### src/rtl/pso_pkg.sv
package pso_pkg;
  typedef enum logic {
    ORDER_LSB = 1'b0,
    ORDER_MSB = 1'b1
  } order_e;
endpackage

### src/rtl/pso_edge.sv
module pso_edge #(
  parameter logic IDLE = 1'b0
) (
  input  logic clk,
  input  logic rst_n,
  input  logic lvl,
  output logic rise,
  output logic fall
);
  logic lvl_q;

  always_ff @(posedge clk) begin
    if (!rst_n) lvl_q <= IDLE;
    else        lvl_q <= lvl;
  end

  assign rise = lvl & ~lvl_q;
  assign fall = ~lvl & lvl_q;
endmodule

### src/rtl/pso_wr_ctrl.sv
module pso_wr_ctrl #(
  parameter int W  = 16,
  parameter int AW = 8
) (
  input  logic          clk,
  input  logic          rst_n,
  input  logic          wr_n,
  input  logic [W-1:0]  din,
  input  logic          full,
  output logic          commit,
  output logic [AW-1:0] wr_addr,
  output logic [W-1:0]  wr_data
);
  logic strobe_rise, strobe_fall;
  logic armed;

  pso_edge #(.IDLE(1'b1)) u_wedge (
    .clk(clk), .rst_n(rst_n), .lvl(wr_n),
    .rise(strobe_rise), .fall(strobe_fall)
  );

  always_ff @(posedge clk) begin
    if (!rst_n)           armed <= 1'b0;
    else if (strobe_fall) armed <= ~full;
    else if (strobe_rise) armed <= 1'b0;
  end

  assign commit  = strobe_rise & armed;
  assign wr_data = din;

  always_ff @(posedge clk) begin
    if (!rst_n)      wr_addr <= '0;
    else if (commit) wr_addr <= wr_addr + 1'b1;
  end

  // a strobe that starts while full never commits
  p_blocked_start_r3: assert property (@(posedge clk) disable iff (!rst_n)
    (strobe_fall && full) |=> !commit);
endmodule

### src/rtl/pso_store.sv
module pso_store #(
  parameter int W     = 16,
  parameter int DEPTH = 256,
  parameter int AW    = 8
) (
  input  logic          clk,
  input  logic          we,
  input  logic [AW-1:0] wa,
  input  logic [W-1:0]  wd,
  input  logic [AW-1:0] ra,
  output logic [W-1:0]  rd
);
  logic [W-1:0] mem [DEPTH];

  always_ff @(posedge clk) begin
    if (we) mem[wa] <= wd;
  end

  assign rd = mem[ra];
endmodule

### src/rtl/pso_serializer.sv
module pso_serializer
  import pso_pkg::*;
#(
  parameter int W  = 16,
  parameter int AW = 8
) (
  input  logic          clk,
  input  logic          rst_n,
  input  logic          sclk,
  input  logic          msb_first,
  input  logic          empty,
  input  logic [W-1:0]  rd_data,
  output logic [AW-1:0] rd_addr,
  output logic          word_done,
  output logic          so
);
  localparam int BW = (W > 1) ? $clog2(W) : 1;
  localparam logic [BW-1:0] TOP = BW'(W - 1);

  logic          srise, sfall_unused;
  logic          shift;
  logic [BW-1:0] bit_idx;
  logic [BW-1:0] pos;
  order_e        ord;

  pso_edge #(.IDLE(1'b0)) u_sedge (
    .clk(clk), .rst_n(rst_n), .lvl(sclk),
    .rise(srise), .fall(sfall_unused)
  );

  assign shift     = srise & ~empty;
  assign word_done = shift & (bit_idx == TOP);
  assign ord       = order_e'(msb_first);
  assign pos       = (ord == ORDER_MSB) ? (TOP - bit_idx) : bit_idx;

  always_ff @(posedge clk) begin
    if (!rst_n) begin
      bit_idx <= '0;
      so      <= 1'b0;
      rd_addr <= '0;
    end else if (shift) begin
      so      <= rd_data[pos];
      bit_idx <= (bit_idx == TOP) ? '0 : bit_idx + 1'b1;
      if (bit_idx == TOP) rd_addr <= rd_addr + 1'b1;
    end
  end

  // serial edges during empty leave the output bit alone
  p_hold_empty_r6: assert property (@(posedge clk) disable iff (!rst_n)
    (srise && empty) |=> $stable(so));
  // the read pointer does not move while empty
  p_ptr_empty_r6: assert property (@(posedge clk) disable iff (!rst_n)
    empty |=> $stable(rd_addr));
endmodule

### src/rtl/pso_level.sv
module pso_level #(
  parameter int DEPTH = 256,
  parameter int CW    = 9
) (
  input  logic clk,
  input  logic rst_n,
  input  logic inc,
  input  logic dec,
  output logic empty,
  output logic full,
  output logic empty_n,
  output logic full_n,
  output logic half_n,
  output logic almost_n
);
  localparam logic [CW-1:0] C_FULL = CW'(DEPTH);
  localparam logic [CW-1:0] C_HALF = CW'(DEPTH / 2);
  localparam logic [CW-1:0] C_LOW  = CW'(DEPTH / 8);
  localparam logic [CW-1:0] C_HIGH = CW'((7 * DEPTH) / 8);

  logic [CW-1:0] count;

  always_ff @(posedge clk) begin
    if (!rst_n) count <= '0;
    else begin
      case ({inc, dec})
        2'b10:   count <= count + 1'b1;
        2'b01:   count <= count - 1'b1;
        default: count <= count;
      endcase
    end
  end

  assign empty    = (count == '0);
  assign full     = (count == C_FULL);
  assign empty_n  = ~empty;
  assign full_n   = ~full;
  assign half_n   = ~(count > C_HALF);
  assign almost_n = ~((count < C_LOW) || (count > C_HIGH));

  // a commit never lands on a full buffer
  p_no_overflow_r3: assert property (@(posedge clk) disable iff (!rst_n)
    (inc && !dec) |-> !full);
  // a retirement never lands on an empty buffer
  p_no_underflow_r6: assert property (@(posedge clk) disable iff (!rst_n)
    dec |-> !empty);
  // paired commit and retirement keep the level
  p_pair_level_r11: assert property (@(posedge clk) disable iff (!rst_n)
    (inc && dec) |=> $stable(count));
  // empty and full are never low together
  p_excl_flags_r8: assert property (@(posedge clk) disable iff (!rst_n)
    !(!empty_n && !full_n));
  // both extremes lie in the almost band
  p_ends_almost_r10: assert property (@(posedge clk) disable iff (!rst_n)
    (!empty_n || !full_n) |-> !almost_n);
endmodule

### src/rtl/pso_fifo.sv
module pso_fifo #(
  parameter int W     = 16,
  parameter int DEPTH = 256
) (
  input  logic         clk,
  input  logic         rst_n,
  input  logic         wr_n,
  input  logic [W-1:0] din,
  input  logic         sclk,
  input  logic         msb_first,
  output logic         so,
  output logic         empty_n,
  output logic         full_n,
  output logic         half_n,
  output logic         almost_n
);
  localparam int AW = $clog2(DEPTH);
  localparam int CW = AW + 1;

  logic          commit, word_done, empty, full;
  logic [AW-1:0] wr_addr, rd_addr;
  logic [W-1:0]  wr_data, rd_data;

  pso_wr_ctrl #(.W(W), .AW(AW)) u_wr (
    .clk(clk), .rst_n(rst_n), .wr_n(wr_n), .din(din), .full(full),
    .commit(commit), .wr_addr(wr_addr), .wr_data(wr_data)
  );

  pso_store #(.W(W), .DEPTH(DEPTH), .AW(AW)) u_mem (
    .clk(clk), .we(commit), .wa(wr_addr), .wd(wr_data),
    .ra(rd_addr), .rd(rd_data)
  );

  pso_serializer #(.W(W), .AW(AW)) u_ser (
    .clk(clk), .rst_n(rst_n), .sclk(sclk), .msb_first(msb_first),
    .empty(empty), .rd_data(rd_data), .rd_addr(rd_addr),
    .word_done(word_done), .so(so)
  );

  pso_level #(.DEPTH(DEPTH), .CW(CW)) u_lvl (
    .clk(clk), .rst_n(rst_n), .inc(commit), .dec(word_done),
    .empty(empty), .full(full), .empty_n(empty_n), .full_n(full_n),
    .half_n(half_n), .almost_n(almost_n)
  );

  // pointers differ by the level, so equal pointers mean empty or full
  p_ptr_match_r2: assert property (@(posedge clk) disable iff (!rst_n)
    (wr_addr != rd_addr) |-> (empty_n && full_n));
  // reset leaves the flags at their idle levels on the next clock
  p_reset_flags_r1: assert property (@(posedge clk)
    !rst_n |=> (!empty_n && full_n && half_n && !almost_n));
endmodule

### config.mk
export PLATFORM = sky130hd
export DESIGN_NAME = pso_fifo
export DESIGN_NICKNAME = d
export VERILOG_FILES = /design/src/rtl/pso_pkg.sv /design/src/rtl/pso_edge.sv /design/src/rtl/pso_wr_ctrl.sv /design/src/rtl/pso_store.sv /design/src/rtl/pso_serializer.sv /design/src/rtl/pso_level.sv /design/src/rtl/pso_fifo.sv
export SDC_FILE = /design/constraint.sdc
export NUM_CORES = 2
export LEC_CHECK = 0
export BUFFER_PORTS_ARGS = -buffer_cell sky130_fd_sc_hd__buf_4
export CORE_ASPECT_RATIO = 0.8
export CORE_MARGIN = 2
export CORE_UTILIZATION = 57
export DETAILED_ROUTE_END_ITERATION = 7
export PLACE_DENSITY_LB_ADDON = 0.1
export SETUP_SLACK_MARGIN = 0.1
export SKIP_LAST_GASP = 1
export SYNTH_ARGS = -nofsm -noshare
export SYNTH_HDL_FRONTEND = slang
export SYNTH_HIERARCHICAL = 1
export SYNTH_SLANG_ARGS = --single-unit
### constraint.sdc
create_clock -name clk -period 3.2 [get_ports clk]
set_input_delay 0.64 -clock clk [delete_from_list [all_inputs] [get_ports clk]]
set_output_delay 0.64 -clock clk [all_outputs]
set_load 0.005 [all_outputs]
Word level (Yosys, flattened, before mapping):

Memory sizes are Yosys's and may differ from the RTL's. A register that Yosys moved wholly into a read port is not among the register bits.
Index checks and enable logic that the tools add are counted.

* $add $sub $neg: 6
* magnitude comparators: 4
* equality and inequality tests: 4
* multiplexer cells: 11
* bitwise gates (word level): 13
* reductions and logical operators: 5

Operators with widths (number)
* $gt A9 B8 Y1 const B: 2
* $pmux W9 S2: 1
* $add A8 B1 Y8 const B: 2
* $mux W8: 2
* $add A9 B1 Y9 const B: 1
* $eq A9 B9 Y1 const B: 1
* $logic_not A9 Y1: 1
* $lt A9 B6 Y1 const B: 1
* $sub A9 B1 Y9 const B: 1
* $mux W4: 2
* $not A1 Y1: 7
* $and A1 B1 Y1: 6
* $lt A4 B5 Y1 const B: 1
* $mux W1: 5
* $add A4 B1 Y4 const B: 1
* $bmux W1 S4: 1
* $eq A4 B4 Y1 const B: 1
* $reduce_bool A2 Y1: 2
* $sub A4 B4 Y4 const A: 1
* $eq A2 B1 Y1 const B: 1
* $eq A2 B2 Y1 const B: 1
* $reduce_and A2 Y1: 1
* $logic_or A1 B1 Y1: 1

* bits in registers: 33
* bits in writable memories: 4096
* bits of input ports: 21
* output and inout bits: 5
* word-level logic and storage cells: 52
* memories: 1

Memories
* u_mem.mem: depth 256, bits a word 16, read ports 1, clocked after Yosys merged registers in 1, write ports 1, line pso_store.sv:13 `logic [W-1:0] mem [DEPTH];`

Longest topological paths before layout:

* word-level depth: 6
* gate-level depth with buffers: 18

Cells and area by module:

The synthesis kept the hierarchy.

Modules (own cells, without submodules)
* pso_store: times used 1, cells an instance 7344, area each 158394.4 µm², seq. area each 122998.0 µm²
* pso_serializer: times used 1, cells an instance 125, area each 982.2 µm², seq. area each 260.2 µm²
* pso_level: times used 1, cells an instance 120, area each 918.4 µm², seq. area each 180.2 µm²
* pso_wr_ctrl: times used 1, cells an instance 63, area each 540.5 µm², seq. area each 180.2 µm²
* pso_edge: times used 2, cells an instance 4, area each 38.8 µm², seq. area each 20.0 µm²

Worst setup path before layout:

No wires, ideal clock.

* kind: register to register
* from: register u_lvl.count[2]
* to: register u_lvl.count[4]
* setup time: 72 ps
* arrival time: 3510 ps
* required time: 3128 ps
* setup slack: -382 ps
* stages on the path, launching flop included: 19
* buffers on the path: 4
* period minus slack after synthesis: 3582 ps
* cell sequence: dfxtp_1 clkbuf_1 nor3_1 nand3_1 or3_1 inv_1 nand3b_1 nor2_1 ha_1 buf_2 buf_2 buf_2 xor2_1 ha_1 a21boi_1 o22ai_1 nor3_1 mux2i_1 mux2i_1

* longest elaborated chain between the ends: 6
* elaborated cells on any way between the ends: 10
* classes of those cells: add/sub: 2; eq/ne: 2; mux: 1; bitwise: 3; reduce/logical: 2

Ends and longest elaborated chain
* start: declaration: line pso_level.sv:21 `logic [CW-1:0] count;`
* start signal: assignment: line pso_level.sv:27 `2'b10: count <= count + 1'b1;`
* start signal: assignment: line pso_level.sv:28 `2'b01: count <= count - 1'b1;`
* start signal: assignment: line pso_level.sv:29 `default: count <= count;`
* $logic_not A9 Y1 *: line pso_level.sv:34 `assign empty = (count == '0);`
* $not A1 Y1 *
* net empty_n: line pso_fifo.sv:12 `output logic empty_n,`
* $and A1 B1 Y1 *: line pso_serializer.sv:31 `assign shift = srise & ~empty;`
* $and A1 B1 Y1 *: line pso_serializer.sv:32 `assign word_done = shift & (bit_idx == TOP);`
* net word_done: line pso_fifo.sv:20 `logic commit, word_done, empty, full;`
* $eq A2 B1 Y1 / $eq A2 B2 Y1 (equally long branches): line pso_level.sv:26 `case ({inc, dec})`
* $pmux W9 S2 / $reduce_bool A2 Y1 (equally long branches)

The timed path passes the listed nets; every way through them passes the cells marked *.
A chain may end at the register's enable or synchronous reset.

==> impl_metrics.json <==
{
  "syn_area_um2": 161000,
  "grtUsageTotal": 0.303,
  "final_core_util": 0.672,
  "wire_per_inst_um": 33.9,
  "peakVddDrop_uv": 415,
  "drt-pass1-iter-count": 6,
  "cts_buffers": 394,
  "synth_area_per_cell_um2": 21.0,
  "multi_input_area_um2": 35100,
  "p_per_area_nw_per_um2": 556,
  "worst_slack_ns": -0.947,
  "grt_pass1_vias": 82600,
  "dieArea_um2": 287000,
  "layout-drive-gt1-share": 0.309,
  "antenna_found_initial": 27,
  "gr-usage-met3": 0.0708,
  "syn-num-nets": 7686,
  "clk_latency_ns": 0.92,
  "crit_slowest_cell": "nor4_1",
  "routabilityCongestion": 0.961,
  "drt-total-wl_mm": 434,
  "holdCritPathClass": "primary input to flop",
  "nets": 8787,
  "violations": "negative setup slack",
  "cp_cell_sequence": "or2_4 > buf_4 > buf_12 > buf_12 > o221ai_1 > o22ai_1 > nor3_1 > buf_4 > nor4_1 > nor4_2 > mux2i_1 > mux4_2 > nand3_1 > o211ai_1 > a311oi_2",
  "drv_slew": 0,
  "rows": 174,
  "cap_viol_max_count": 0,
  "crit_fanout": 34,
  "via_count": 85100,
  "start_kind": "flop",
  "root_buffer": "clkbuf_16",
  "worst-path-buf-inv": 4,
  "leakage_nw": 57.9,
  "layout_common_cells": "4,096 x edfxtp_1, 857 x buf_4, 798 x mux4_2, 573 x mux2i_1, 399 x clkbuf_16",
  "dieHeight_um": 479,
  "antenna_left": 0,
  "final_common_cell": "edfxtp_1",
  "dpl_cell_area_um2": 175000,
  "netlist_instances": 7659,
  "relSlewSlack": 0.208,
  "status": "finished, violations left",
  "die_width_um": 598,
  "dp_hpwl_mm": 267,
  "setup_violations": 1,
  "ctsHtreeMaxLevel": 5,
  "tightest_slew_ns": 1.18,
  "vias_per_cell": 6.66,
  "max_freq_mhz": 241,
  "fin_cells": 12800,
  "finalHoldViolCount": 0,
  "grt_overflow": 0,
  "critical_path_class": "flop to flop",
  "tns_ns": -0.947,
  "grt_max_degree": 123,
  "port_buffers": 25,
  "period_needed_ns": 4.15,
  "cts_tree": "built",
  "ys_warn_count": 6,
  "initial_core_util": 0.573,
  "grt_use_met1": 0.467,
  "cp-end-kind": "flop",
  "slowest_delay_ns": 0.95,
  "drc": 0,
  "critical_path_required_ns": 3.97,
  "rsz0062_at_grt": "yes",
  "pin_count": 26,
  "clock-sinks": 4129,
  "cp_top_family": "simple AND/OR/NAND/NOR gates",
  "fill_cells": 17800,
  "final_area_um2": 189000,
  "grt_busiest_layer": "met1",
  "core_area_um2": 281000,
  "first_iter_violations": 12800,
  "finalCritPeriodShare": 1.30,
  "max-clock-path-buffers": 4,
  "pre_cts_ws_ns": -1.98,
  "grt_pass1_wl_mm": 615,
  "critPathArrivalTime_ns": 4.92,
  "use_met2": 0.442,
  "seqCellArea_um2": 124000,
  "path_clk_slew_ns": 0.07,
  "finClkSkew_ns": 0.0530,
  "syn_to_final_growth_pct": 17.3,
  "place_inst": 12000
}
==> worst register-to-register path: stages, from the launching register on <==
cell and delay (ns):
dfxtp_4 0.53, or2_4 0.27, buf_4 0.22, buf_12 0.24, buf_12 0.26, o221ai_1 0.21, o22ai_1 0.19, nor3_1 0.10
buf_4 0.21, nor4_1 0.95, nor4_2 0.12, mux2i_1 0.19, mux4_2 0.25, nand3_1 0.09, o211ai_1 0.13, a311oi_2 0.06
==> registers in the layout (all words and copies together) (netlist names) <==
signal / count
u_mem/mem: 4096
u_lvl/count: 9
u_ser/rd_addr: 8
u_wr/wr_addr: 8
u_ser/bit_idx: 4
u_ser/so: 1
u_ser/u_sedge/lvl_q: 1
u_wr/armed: 1
u_wr/u_wedge/lvl_q: 1
==> layout make-up <==
cell class / count / share of cell area
Clock inverter: 214 / 0.00886
Sequential cell: 4129 / 0.655
Multi-Input combinational cell: 3022 / 0.186
Antenna cell: 11 / 0.000146
Clock buffer: 496 / 0.0550
Tap cell: 3696 / 0.0245
Timing Repair Buffer: 1194 / 0.0699
Inverter: 19 / 0.000484
==> per-layer routing <==
layer	vias to the layer above	routed length [um]
met5	-	36
met1	44900	177000
met2	4869	193000
met3	655	51500
met4	6	11900
li1	34600	-
==> report_power, final <==
| part | internal (mW) | switching (mW) |
|---|---|---|
| Sequential | 59.4 | 0.00646 |
| Clock | 24.7 | 19.7 |
| Combinational | 0.190 | 1.04 |
| Total | 84.3 | 20.8 |
==> path summary, 6_finish.rpt <==
path	from	end	slack (ns)	cells after the start
min	din[8]	u_mem/mem[244][8]	0.14	1
max	u_ser/rd_addr[1]	u_ser/so	-0.95	15
min reg2reg	u_wr/wr_addr[7]	u_wr/wr_addr[7]	0.57	2
max reg2reg	u_ser/rd_addr[1]	u_ser/so	-0.95	15
==> through the flow <==
stage	hold WS [ns]	total power [mW]
finish	0.144	105
global route	0.136	108
CTS	0.0989	105
detailed placement	0.551	61.8
global placement	0.542	61.7
floorplan	0.472	61.1
==> repair_timing <==
| item | in CTS | in global routing |
|---|---|---|
| gates cloned | 17 | 1 |
| hold buffers | 2 | 0 |
| gates resized for setup | 112 | 25 |
| buffers inserted | 36 | 6 |
| endpoints found under the setup margin | 7 | 5 |
| hold endpoints to repair | 2 | 0 |
| pin swaps | 20 | 10 |
No activity file was read; power rests on OpenSTA's default activity.
